===== config.mk =====
export PLATFORM = sky130hd
export DESIGN_NAME = pm_ctrl_reg
export DESIGN_NICKNAME = d
export VERILOG_FILES = /design/src/rtl/pm_csr_pkg.sv /design/src/rtl/pm_host_fields.sv /design/src/rtl/pm_event_flags.sv /design/src/rtl/pm_ctrl_reg.sv
export SDC_FILE = /design/constraint.sdc
export NUM_CORES = 1
export LEC_CHECK = 0
export ABC_AREA = 1
export CORE_MARGIN = 8
export CORE_UTILIZATION = 27
export DETAILED_ROUTE_END_ITERATION = 10
export HOLD_SLACK_MARGIN = 0.02
export PLACE_DENSITY = 0.82
export SYNTH_ARGS = -nofsm -noshare
export SYNTH_HDL_FRONTEND = slang
export SYNTH_SLANG_ARGS = --single-unit

===== constraint.sdc =====
create_clock -name clk -period 0.85 [get_ports clk]
set_input_delay 0.17 -clock clk [delete_from_list [all_inputs] [get_ports clk]]
set_output_delay 0.17 -clock clk [all_outputs]
set_load 0.005 [all_outputs]

===== src/rtl/pm_csr_pkg.sv =====
// Shared constants and types for the power management register block.
// Assumes a 16-bit register with fixed field positions.
package pm_csr_pkg;

    localparam int CSR_W    = 16;
    localparam int BE_W     = CSR_W / 8;
    localparam int STS_BIT  = 15;
    localparam int EN_BIT   = 8;
    localparam int PS_W     = 2;

    localparam int NUM_EVT   = 3;
    localparam int EVT_WCLR  = 0;
    localparam int EVT_ENSET = 1;
    localparam int EVT_PSCHG = 2;

    typedef enum logic [PS_W-1:0] {
        PS_D0    = 2'b00,
        PS_D1    = 2'b01,
        PS_D2    = 2'b10,
        PS_D3HOT = 2'b11
    } pstate_e;

    // Only D0 and D3hot are accepted from the host.
    function automatic logic ps_is_legal(logic [PS_W-1:0] v);
        return (v == PS_D0) || (v == PS_D3HOT);
    endfunction

endpackage


===== src/rtl/pm_host_fields.sv =====
// Host-visible fields of the power management word: wake status (W1C,
// set locally), wake enable (R/W) and power state (R/W, reserved values
// dropped). Produces one-cycle event pulses for the local flag block.
// Assumes cfg_wr is a single-cycle strobe. Reads are combinational.
module pm_host_fields
    import pm_csr_pkg::*;
#(
    parameter int ADDR_W     = 8,
    parameter int CSR_OFFSET = 'hE0
) (
    input  logic              clk,
    input  logic              rst_n,
    input  logic              cfg_wr,
    input  logic [ADDR_W-1:0] cfg_addr,
    input  logic [BE_W-1:0]   cfg_be,
    input  logic [CSR_W-1:0]  cfg_wdata,
    output logic [CSR_W-1:0]  cfg_rdata,
    input  logic              loc_wake_req,
    output logic              wake_sts,
    output logic              wake_en,
    output logic [PS_W-1:0]   pstate,
    output logic [NUM_EVT-1:0] evt_set
);

    localparam logic [ADDR_W-1:0] OFFS = ADDR_W'(CSR_OFFSET);
    localparam int HI_BYTE = STS_BIT / 8;
    localparam int EN_BYTE = EN_BIT / 8;

    logic            hit;
    logic            wr_sts_byte;
    logic            wr_en_byte;
    logic            wr_ps_byte;
    logic            clr_req;
    logic [PS_W-1:0] ps_wdata;
    logic            ps_accept;

    // Decode which fields this write touches.
    always_comb begin
        hit         = (cfg_addr == OFFS);
        wr_sts_byte = cfg_wr && hit && cfg_be[HI_BYTE];
        wr_en_byte  = cfg_wr && hit && cfg_be[EN_BYTE];
        wr_ps_byte  = cfg_wr && hit && cfg_be[0];
        clr_req     = wr_sts_byte && cfg_wdata[STS_BIT];
        ps_wdata    = cfg_wdata[PS_W-1:0];
        ps_accept   = wr_ps_byte && ps_is_legal(ps_wdata);
    end

    // Wake status: local set beats host clear.
    always_ff @(posedge clk) begin
        if (!rst_n)
            wake_sts <= 1'b0;
        else if (loc_wake_req)
            wake_sts <= 1'b1;
        else if (clr_req)
            wake_sts <= 1'b0;
    end

    // Wake enable: plain host read/write.
    always_ff @(posedge clk) begin
        if (!rst_n)
            wake_en <= 1'b0;
        else if (wr_en_byte)
            wake_en <= cfg_wdata[EN_BIT];
    end

    // Power state: only legal encodings are stored.
    always_ff @(posedge clk) begin
        if (!rst_n)
            pstate <= PS_D0;
        else if (ps_accept)
            pstate <= ps_wdata;
    end

    // Event pulses that feed the local sticky flags.
    always_comb begin
        evt_set            = '0;
        evt_set[EVT_WCLR]  = clr_req && wake_sts && !loc_wake_req;
        evt_set[EVT_ENSET] = wr_en_byte && cfg_wdata[EN_BIT] && !wake_en;
        evt_set[EVT_PSCHG] = ps_accept && (ps_wdata != pstate);
    end

    // Read mux: assembled word at the decoded offset, zero elsewhere.
    always_comb begin
        cfg_rdata = '0;
        if (hit) begin
            cfg_rdata[STS_BIT]    = wake_sts;
            cfg_rdata[EN_BIT]     = wake_en;
            cfg_rdata[PS_W-1:0]   = pstate;
        end
    end

endmodule


===== src/rtl/pm_event_flags.sv =====
// Local sticky event flags with per-flag interrupt enables.
// A set pulse has priority over a local write-one-to-clear in the same
// cycle. Each interrupt is the flag masked by its enable bit.
module pm_event_flags #(
    parameter int N = 3
) (
    input  logic         clk,
    input  logic         rst_n,
    input  logic [N-1:0] set_i,
    input  logic [N-1:0] clr_i,
    input  logic         ie_wr,
    input  logic [N-1:0] ie_wdata,
    output logic [N-1:0] flags,
    output logic [N-1:0] irq
);

    logic [N-1:0] ie_q;

    // Interrupt-enable register, loaded by the local side.
    always_ff @(posedge clk) begin
        if (!rst_n)
            ie_q <= '0;
        else if (ie_wr)
            ie_q <= ie_wdata;
    end

    for (genvar i = 0; i < N; i++) begin : g_flag
        // One sticky flag: set wins over clear.
        always_ff @(posedge clk) begin
            if (!rst_n)
                flags[i] <= 1'b0;
            else if (set_i[i])
                flags[i] <= 1'b1;
            else if (clr_i[i])
                flags[i] <= 1'b0;
        end
    end

    // Masked interrupt requests.
    always_comb irq = flags & ie_q;

endmodule


===== src/rtl/pm_ctrl_reg.sv =====
// Top of the power management control/status register. It ties the
// host-visible fields to the local sticky flags and drives the
// active-low wake output. Assumes one clock domain for host and local.
module pm_ctrl_reg
    import pm_csr_pkg::*;
#(
    parameter int ADDR_W     = 8,
    parameter int CSR_OFFSET = 'hE0
) (
    input  logic               clk,
    input  logic               rst_n,
    input  logic               cfg_wr,
    input  logic [ADDR_W-1:0]  cfg_addr,
    input  logic [BE_W-1:0]    cfg_be,
    input  logic [CSR_W-1:0]   cfg_wdata,
    output logic [CSR_W-1:0]   cfg_rdata,
    input  logic               loc_wake_req,
    input  logic [NUM_EVT-1:0] loc_flag_clr,
    input  logic               loc_ie_wr,
    input  logic [NUM_EVT-1:0] loc_ie_wdata,
    output logic [NUM_EVT-1:0] loc_flags,
    output logic [PS_W-1:0]    loc_pstate,
    output logic               wake_n,
    output logic               irq_wake_clr,
    output logic               irq_en_set,
    output logic               irq_ps_chg
);

    logic               wake_sts;
    logic               wake_en;
    logic [PS_W-1:0]    pstate;
    logic [NUM_EVT-1:0] evt_set;
    logic [NUM_EVT-1:0] irq_vec;

    pm_host_fields #(
        .ADDR_W     (ADDR_W),
        .CSR_OFFSET (CSR_OFFSET)
    ) u_fields (
        .clk          (clk),
        .rst_n        (rst_n),
        .cfg_wr       (cfg_wr),
        .cfg_addr     (cfg_addr),
        .cfg_be       (cfg_be),
        .cfg_wdata    (cfg_wdata),
        .cfg_rdata    (cfg_rdata),
        .loc_wake_req (loc_wake_req),
        .wake_sts     (wake_sts),
        .wake_en      (wake_en),
        .pstate       (pstate),
        .evt_set      (evt_set)
    );

    pm_event_flags #(
        .N (NUM_EVT)
    ) u_flags (
        .clk      (clk),
        .rst_n    (rst_n),
        .set_i    (evt_set),
        .clr_i    (loc_flag_clr),
        .ie_wr    (loc_ie_wr),
        .ie_wdata (loc_ie_wdata),
        .flags    (loc_flags),
        .irq      (irq_vec)
    );

    // Output mapping: wake pin, state mirror and named interrupts.
    always_comb begin
        wake_n       = !(wake_en && wake_sts);
        loc_pstate   = pstate;
        irq_wake_clr = irq_vec[EVT_WCLR];
        irq_en_set   = irq_vec[EVT_ENSET];
        irq_ps_chg   = irq_vec[EVT_PSCHG];
    end

endmodule


==> out/metrics.yaml, run 1 <==
grtUsageTotal_pct: 9.895
slowest_stage: "dfxtp_2"
p_comb_share_pct: 20.6
grt_start_max_net_pins: 7
row_count: 18
path_class: "reg2reg"
layout_min_cycle_time_ns: 1.044
diodes: 0
vias_per_cell: 4.022
netlist_instances: 105
routedWlPerCell_um: 11.39
start_kind: "flop"
crit_top_cell: "buf_6"
cts-root-buf: "clkbuf_4"
max_freq_ghz: 0.9576
synth-seq-area-share_pct: 30.30
swShare_pct: 24.32
rsz0062_at_grt: "true"
fin_skew_ns: 0.003746
holdBufCountCts: 0
setup_violations: 15
report.final.slew_viol_count: 0
finalWirelength_mm: 2.119
cp_max_fo: 2
grt_overflow: 0
maxCapViolCount: 0
cts.clk_slew.worst_paths_ns: 0.07
fin_area_um2: 1171
synth_area_per_cell_um2: 6.292
pwr-share-clk_pct: 37.2
cp_cell_sequence: "buf_6 -> buf_6 -> xnor2_2 -> nand2_1 -> nand4_1 -> a21oi_2"
vias: 748
fin_nets: 194
die_w_um: 65.47
dp_hpwl_mm: 1.645
grt_pass1_wl_mm: 3.318
slowest_delay_ns: 0.33
die_area_um2: 4286
cp-end-kind: "flop"
power_frac_seq_pct: 42.3
hold_class: "in2reg"
cts_made_buffers: 3
drive_gt1_share_pct: 44.87
cellLeakagePower_nw: 0.5982
cts_buffer_depth: 2
ys_ff_latch: 10
power_switching_mw: 0.2833
routabilityCongestion: 0.6930
failed_checks: "setup timing"
final_util_pct: 49.06
cp_data_required_time_ns: 1.04
drcViolationCount: 0
grt_pass1_vias: 770
drt-initial-drc-count: 8
hold_viol: 0
period_share_pct: 122.9
port-buffer-count: 37
coreArea_um2: 2387
area_delta_synth_final_pct: 77.27
ir_worst_vdd_mv: 0.5988
worstPathArrival_ns: 1.24
internal-power_mw: 0.8818
die_height_um: 65.47
place_area_um2: 1072
cts.sinks: 10
worst_slack_ns: -0.1943
initial_core_util_pct: 27.67
cellPowerDensity_nw_per_um2: 994.8
status: "finished, violations left"
synth_warnings: 0
cts_tree: "built"
syn_area_um2: 660.6
h-tree-depth: 1
ioPinCount: 62
antenna_found_initial: 0
dr.pass1.iters: 4
detail-route-antenna-nets: 0
ys_types: 17
clk_latency_ns: 0.26
-- per-layer routing --
metal / GRT usage, % / vias up / share of wire, %
li1: - / 388 / -
met1: 9.684 / 335 / 36
met2: 17.71 / 23 / 55
met3: 4.422 / 2 / 7.8
met4: 4.087 / 0 / 0.76
met5: 0 / - / 0
-- cells in the mapped netlist --
library cell | count | share of area (%)
clkinv_1 | 1 | 0.57
o21ai_0 | 4 | 3.0
a21oi_1 | 5 | 3.8
nand3_1 | 3 | 2.3
dfxtp_1 | 10 | 30
o21ai_2 | 1 | 1.3
nor2_2 | 2 | 1.9
nor2_1 | 20 | 11
nand3_2 | 1 | 1.5
inv_1 | 23 | 13
xor2_1 | 1 | 1.3
nor2_4 | 1 | 1.7
xnor2_1 | 2 | 2.7
conb_1 | 1 | 0.57
buf_4 | 12 | 14
nand4_1 | 2 | 1.9
nand2_1 | 16 | 9.1
-- logic make-up (layout without fill, tap and decap cells) --
| kind of cell | after synthesis | in the layout | share of synthesized area [%] |
|---|---|---|---|
| AOI/OAI and AO/OA | 10 | 10 | 8.144 |
| xor gates and xnor gates | 3 | 3 | 3.978 |
| and+or+nand+nor | 45 | 45 | 29.73 |
| DFF | 10 | 10 | 30.30 |
| buffers and inverters | 36 | 76 | 27.27 |
| other | 1 | 12 | 0.5676 |
-- timing repair --
item	4_1_cts	5_1_grt
gates resized for setup	117	21
buffers inserted	3	2
pin swaps	21	11
setup endpoints to repair	20	19
-- worst paths after layout --
path                                         start                 end  slack (ns)  cells after the start
worst max-delay path            u_fields.pstate[0]    u_flags.flags[2]       -0.19                      6
worst min-delay path                  cfg_wdata[0]  u_fields.pstate[1]        0.30                      4
worst max register to register  u_fields.pstate[0]    u_flags.flags[2]       -0.19                      6
worst min register to register    u_flags.flags[0]    u_flags.flags[0]        0.48                      2
-- through the flow --
| step | worst slack [ns] | cells | hold WS (ns) | setup TNS, ns | power, mW |
|---|---|---|---|---|---|
| after global placement | -0.9486 | 178 | 0.4720 | -9.733 | 0.7115 |
| final | -0.1943 | 186 | 0.3031 | -1.781 | 1.165 |
| after CTS | -0.2167 | 185 | 0.3529 | -1.846 | 1.148 |
| after detailed placement | -0.9755 | 178 | 0.4677 | -10.00 | 0.7148 |
| after floorplan | 0.006886 | 116 | 0.2939 | 0 | 0.6076 |
| after global routing | -0.2602 | 186 | 0.3355 | -2.409 | 1.215 |
-- registers in the layout, indices dropped and copies added, names as in the netlist --
register           cells
u_flags.flags          3
u_flags.ie_q           3
u_fields.pstate        2
u_fields.wake_en       1
u_fields.wake_sts      1
-- layout by cell type (no fill, tap or decap), drive strengths merged --
| cell | n |
|---|---|
| inv | 23 |
| nand4 | 2 |
| nand2 | 16 |
| clkdlybuf4s50 | 11 |
| xor2 | 1 |
| nor2 | 23 |
| dlygate4sd2 | 3 |
| conb | 12 |
| nand3 | 4 |
| dfxtp | 10 |
| xnor2 | 2 |
| clkbuf | 6 |
| o21ai | 5 |
| clkinv | 1 |
| a21oi | 5 |
| buf | 32 |
-- layout make-up --
type                            instances  area [um2]
Multi-Input combinational cell         70       370.4
Tap cell                               30       37.54
Sequential cell                        10       212.7
Clock buffer                            4       36.28
Inverter                               24       91.34
Fill cell                             266        1216
Timing Repair Buffer                   48       422.9
-- power by group through the flow --
stage	combinational [mW]	clock, mW	sequential (mW)
detailed placement	0.215	0	0.500
global placement	0.212	0	0.499
finish	0.240	0.433	0.492
floorplan	0.110	0	0.498
CTS	0.218	0.439	0.491
global route	0.266	0.455	0.494
-- critical path: cells and delay by family, from the launching register on --
| kind | cells | cell delay, ns |
|---|---|---|
| AND/OR/NAND/NOR | 2 | 0.17 |
| flip-flops | 1 | 0.33 |
| AO/OA/AOI/OAI | 1 | 0.14 |
| buffers and inverters | 2 | 0.22 |
| XOR/XNOR | 1 | 0.12 |
Note: power is estimated with default switching activity, not from simulation.
==> inputs of run 2 (changes only) <==
--- a/config.mk
+++ b/config.mk
@@ -8,7 +8,8 @@
 export ABC_AREA = 1
+export ABC_CLOCK_PERIOD_IN_PS = 1100
 export CORE_MARGIN = 8
-export CORE_UTILIZATION = 27
+export CORE_UTILIZATION = 30
 export DETAILED_ROUTE_END_ITERATION = 10
 export HOLD_SLACK_MARGIN = 0.02
-export PLACE_DENSITY = 0.82
+export PLACE_DENSITY = 0.86
 export SYNTH_ARGS = -nofsm -noshare
==> constraint.sdc (replaced) <==
create_clock -name clk -period 1.1 [get_ports clk]
set_input_delay 0.11 -clock clk [delete_from_list [all_inputs] [get_ports clk]]
set_output_delay 0.11 -clock clk [all_outputs]
set_load 0.005 [all_outputs]
==> run 2 against run 1 <==
  * The flow now finishes without violations
  * Register-to-register slack improved by 0.35 ns
  * Utilization increased by 1.4 points
  * Wire length down 9.9%
  * Global-route usage down 0.35 points
  * Setup slack better by 0.23 ns
  * Cell count fell by 3.2%
  * Critical path depth is 4 lower
  * Via count shrank 2.4%
  * Clock skew grew 0.0019 ns
  * Sequential power shrank 23%
  * Highest routed layer is now met3
==> out/metrics.yaml, run 2 (same netlist as run 1, synthesis figures left out) <==
status: "completed"
period_share_pct: 97.12
dr.pass1.iters: 4  # unchanged
slowest_stage: "dfxtp_2"
rr_startpoint: "u_fields.pstate[1]"
setup_tns_ns: 0  # +1.781 ns
vias_per_cell: 4.056  # +0.85%
crit_family: "buffers and inverters"
cp_data_required_time_ns: 0.99  # -0.05 ns
cp_cell_sequence: "buf_4 -> dlygate4sd2_1"
cts.clk_slew.worst_paths_ns: 0.06  # about the same
hold_viol: 0  # unchanged
cellPowerDensity_nw_per_um2: 715.7  # -28%
initial_core_util_pct: 30.75  # +3.1 points
rsz0062_at_grt: "false"
cts-root-buf: "clkbuf_4"
coreArea_um2: 2148  # -10%
drive_gt1_share_pct: 21.71  # -23 points
cellLeakagePower_nw: 0.5820  # -2.7%
routedWlPerCell_um: 10.61  # -6.9%
vias: 730  # -2.4%
ff2ff_path_depth: 5  # -1
cp_max_fo: 3  # +1
cp.buffers_inverters: 2  # unchanged
ioPinCount: 62  # unchanged
area_delta_synth_final_pct: 64.20
final_util_pct: 50.50  # +1.4 points
layout_common_cells: "22 x inv_1, 18 x nor2_1, 15 x nand2_1"
final_common_cell: "inv_1"
drt-initial-drc-count: 19  # +11
holdWs_ns: 0.2705  # -0.03258 ns
ir_worst_vdd_mv: 0.6059  # +1.2%
grt_overflow: 0  # unchanged
hold_class: "in2reg"
grt_pass1_wl_mm: 3.270  # -1.4%
maxCapViolCount: 0  # unchanged
report.final.slew_viol_count: 0  # unchanged
slowest_delay_ns: 0.32  # about the same
finalWirelength_mm: 1.909  # -9.9%
cts_buffer_depth: 2  # unchanged
cts_tree: "built"
path_class: "reg2out"
max_freq_ghz: 0.9361
fin_skew_ns: 0.005685  # +0.001939 ns
reg_top3: "u_flags.flags (3), u_flags.ie_q (3), u_fields.pstate (2)"
diodes: 0  # unchanged
crit_end: "loc_pstate[1]"
drcViolationCount: 0  # unchanged
die_area_um2: 3960  # -7.6%
grtUsageTotal_pct: 9.548  # -0.35 points
antenna_found_initial: 0  # unchanged
r2r_slack_ns: 0.16  # +0.35 ns
die_height_um: 62.93  # -3.9%
h-tree-depth: 1  # unchanged
grt_pass1_vias: 800  # +3.9%
die_w_um: 62.93  # -3.9%
layout_min_cycle_time_ns: 1.068
cp-end-kind: "output pin"
power_mw: 0.7764  # -33%
crit_path_start: "u_fields.pstate[1]"
rr_endpoint: "u_flags.flags[2]"
setup_violations: 0  # -15
cp.depth: 2  # -4
detail-route-antenna-nets: 0  # unchanged
dp_hpwl_mm: 1.677  # +1.9%
port-buffer-count: 37  # unchanged
fillCellCount: 226  # -15%
grt_start_max_net_pins: 6  # -1
cts_made_buffers: 3  # unchanged
fin_nets: 191  # -1.5%
cts.sinks: 10  # unchanged
row_count: 17  # -1
start_kind: "flop"
worstPathArrival_ns: 0.96  # -0.28 ns
clk_latency_ns: 0.25  # about the same
routabilityCongestion: 0.7005  # +1.1%
==> run 2: cell count changes in the layout (fill, tap and decap cells not counted), moves of 5 or more <==
cell,before,now
buf_2,11,3
buf_6,17,1
dlygate4sd2_1,3,11
inv_2,5,0
==> run 2: what timing repair did <==
| action | 4_1_cts | 5_1_grt |
|---|---|---|
| gates cloned | 0 | 0 |
| resized for setup | 41 | 16 |
| pin swaps | 9 | 12 |
| endpoints found under the setup margin | 15 | 7 |
| hold buffers | 0 | 0 |
| setup buffers | 0 | 1 |
==> run 2: layout make-up <==
type	count	area, um2	share of cell area, %
Multi-Input combinational cell	70	334.1	30.80
Sequential cell	10	207.7	19.15
Inverter	24	92.59	8.535
Clock buffer	3	22.52	2.076
Timing Repair Buffer	45	392.9	36.22
Tap cell	28	35.03	3.230
==> run 2: through the flow <==
step                setup WS, ns  std cells  instance area (um2)
finish                   0.03171        180                 1085
global route           0.0001510        180                 1085
CTS                      0.02481        179                 1062
detailed placement       -0.6110        176                 1070
global placement         -0.5576        176                 1070
floorplan                 0.3059        116                701.9
==> run 2: worst min-delay path by stage <==
| stage | start | slack [ns] | cells past startpoint | endpoint |
|---|---|---|---|---|
| final | cfg_wdata[0] | 0.27 | 4 | u_fields.pstate[1] |
| after floorplan | rst_n | 0.23 | 2 | u_fields.pstate[0] |
| after detailed placement | u_fields.wake_sts | 0.47 | 2 | u_fields.wake_sts |
| after global routing | cfg_wdata[0] | 0.29 | 4 | u_fields.pstate[1] |
| after global placement | u_fields.wake_sts | 0.47 | 2 | u_fields.wake_sts |
| after CTS | loc_ie_wdata[1] | 0.44 | 3 | u_flags.ie_q[1] |
==> run 2: worst min-delay path: stages <==
cell	delay, ns
dlymetal6s2s_1	0.12
buf_4	0.14
o21ai_2	0.05
nor2_1	0.07
==> run 2: routing by layer <==
layer | GRT usage (%) | share of wire [%]
met1 | 9.165 | 39
met2 | 18.05 | 52
met3 | 4.480 | 8.9
met4 | 1.709 | 0
met5 | 0 | 0
==> run 2: where the power goes <==
| group | internal (mW) | total (mW) | switching, mW |
|---|---|---|---|
| Combinational | 0.0936 | 0.164 | 0.0700 |
| Sequential | 0.373 | 0.378 | 0.00567 |
| Clock | 0.125 | 0.234 | 0.109 |
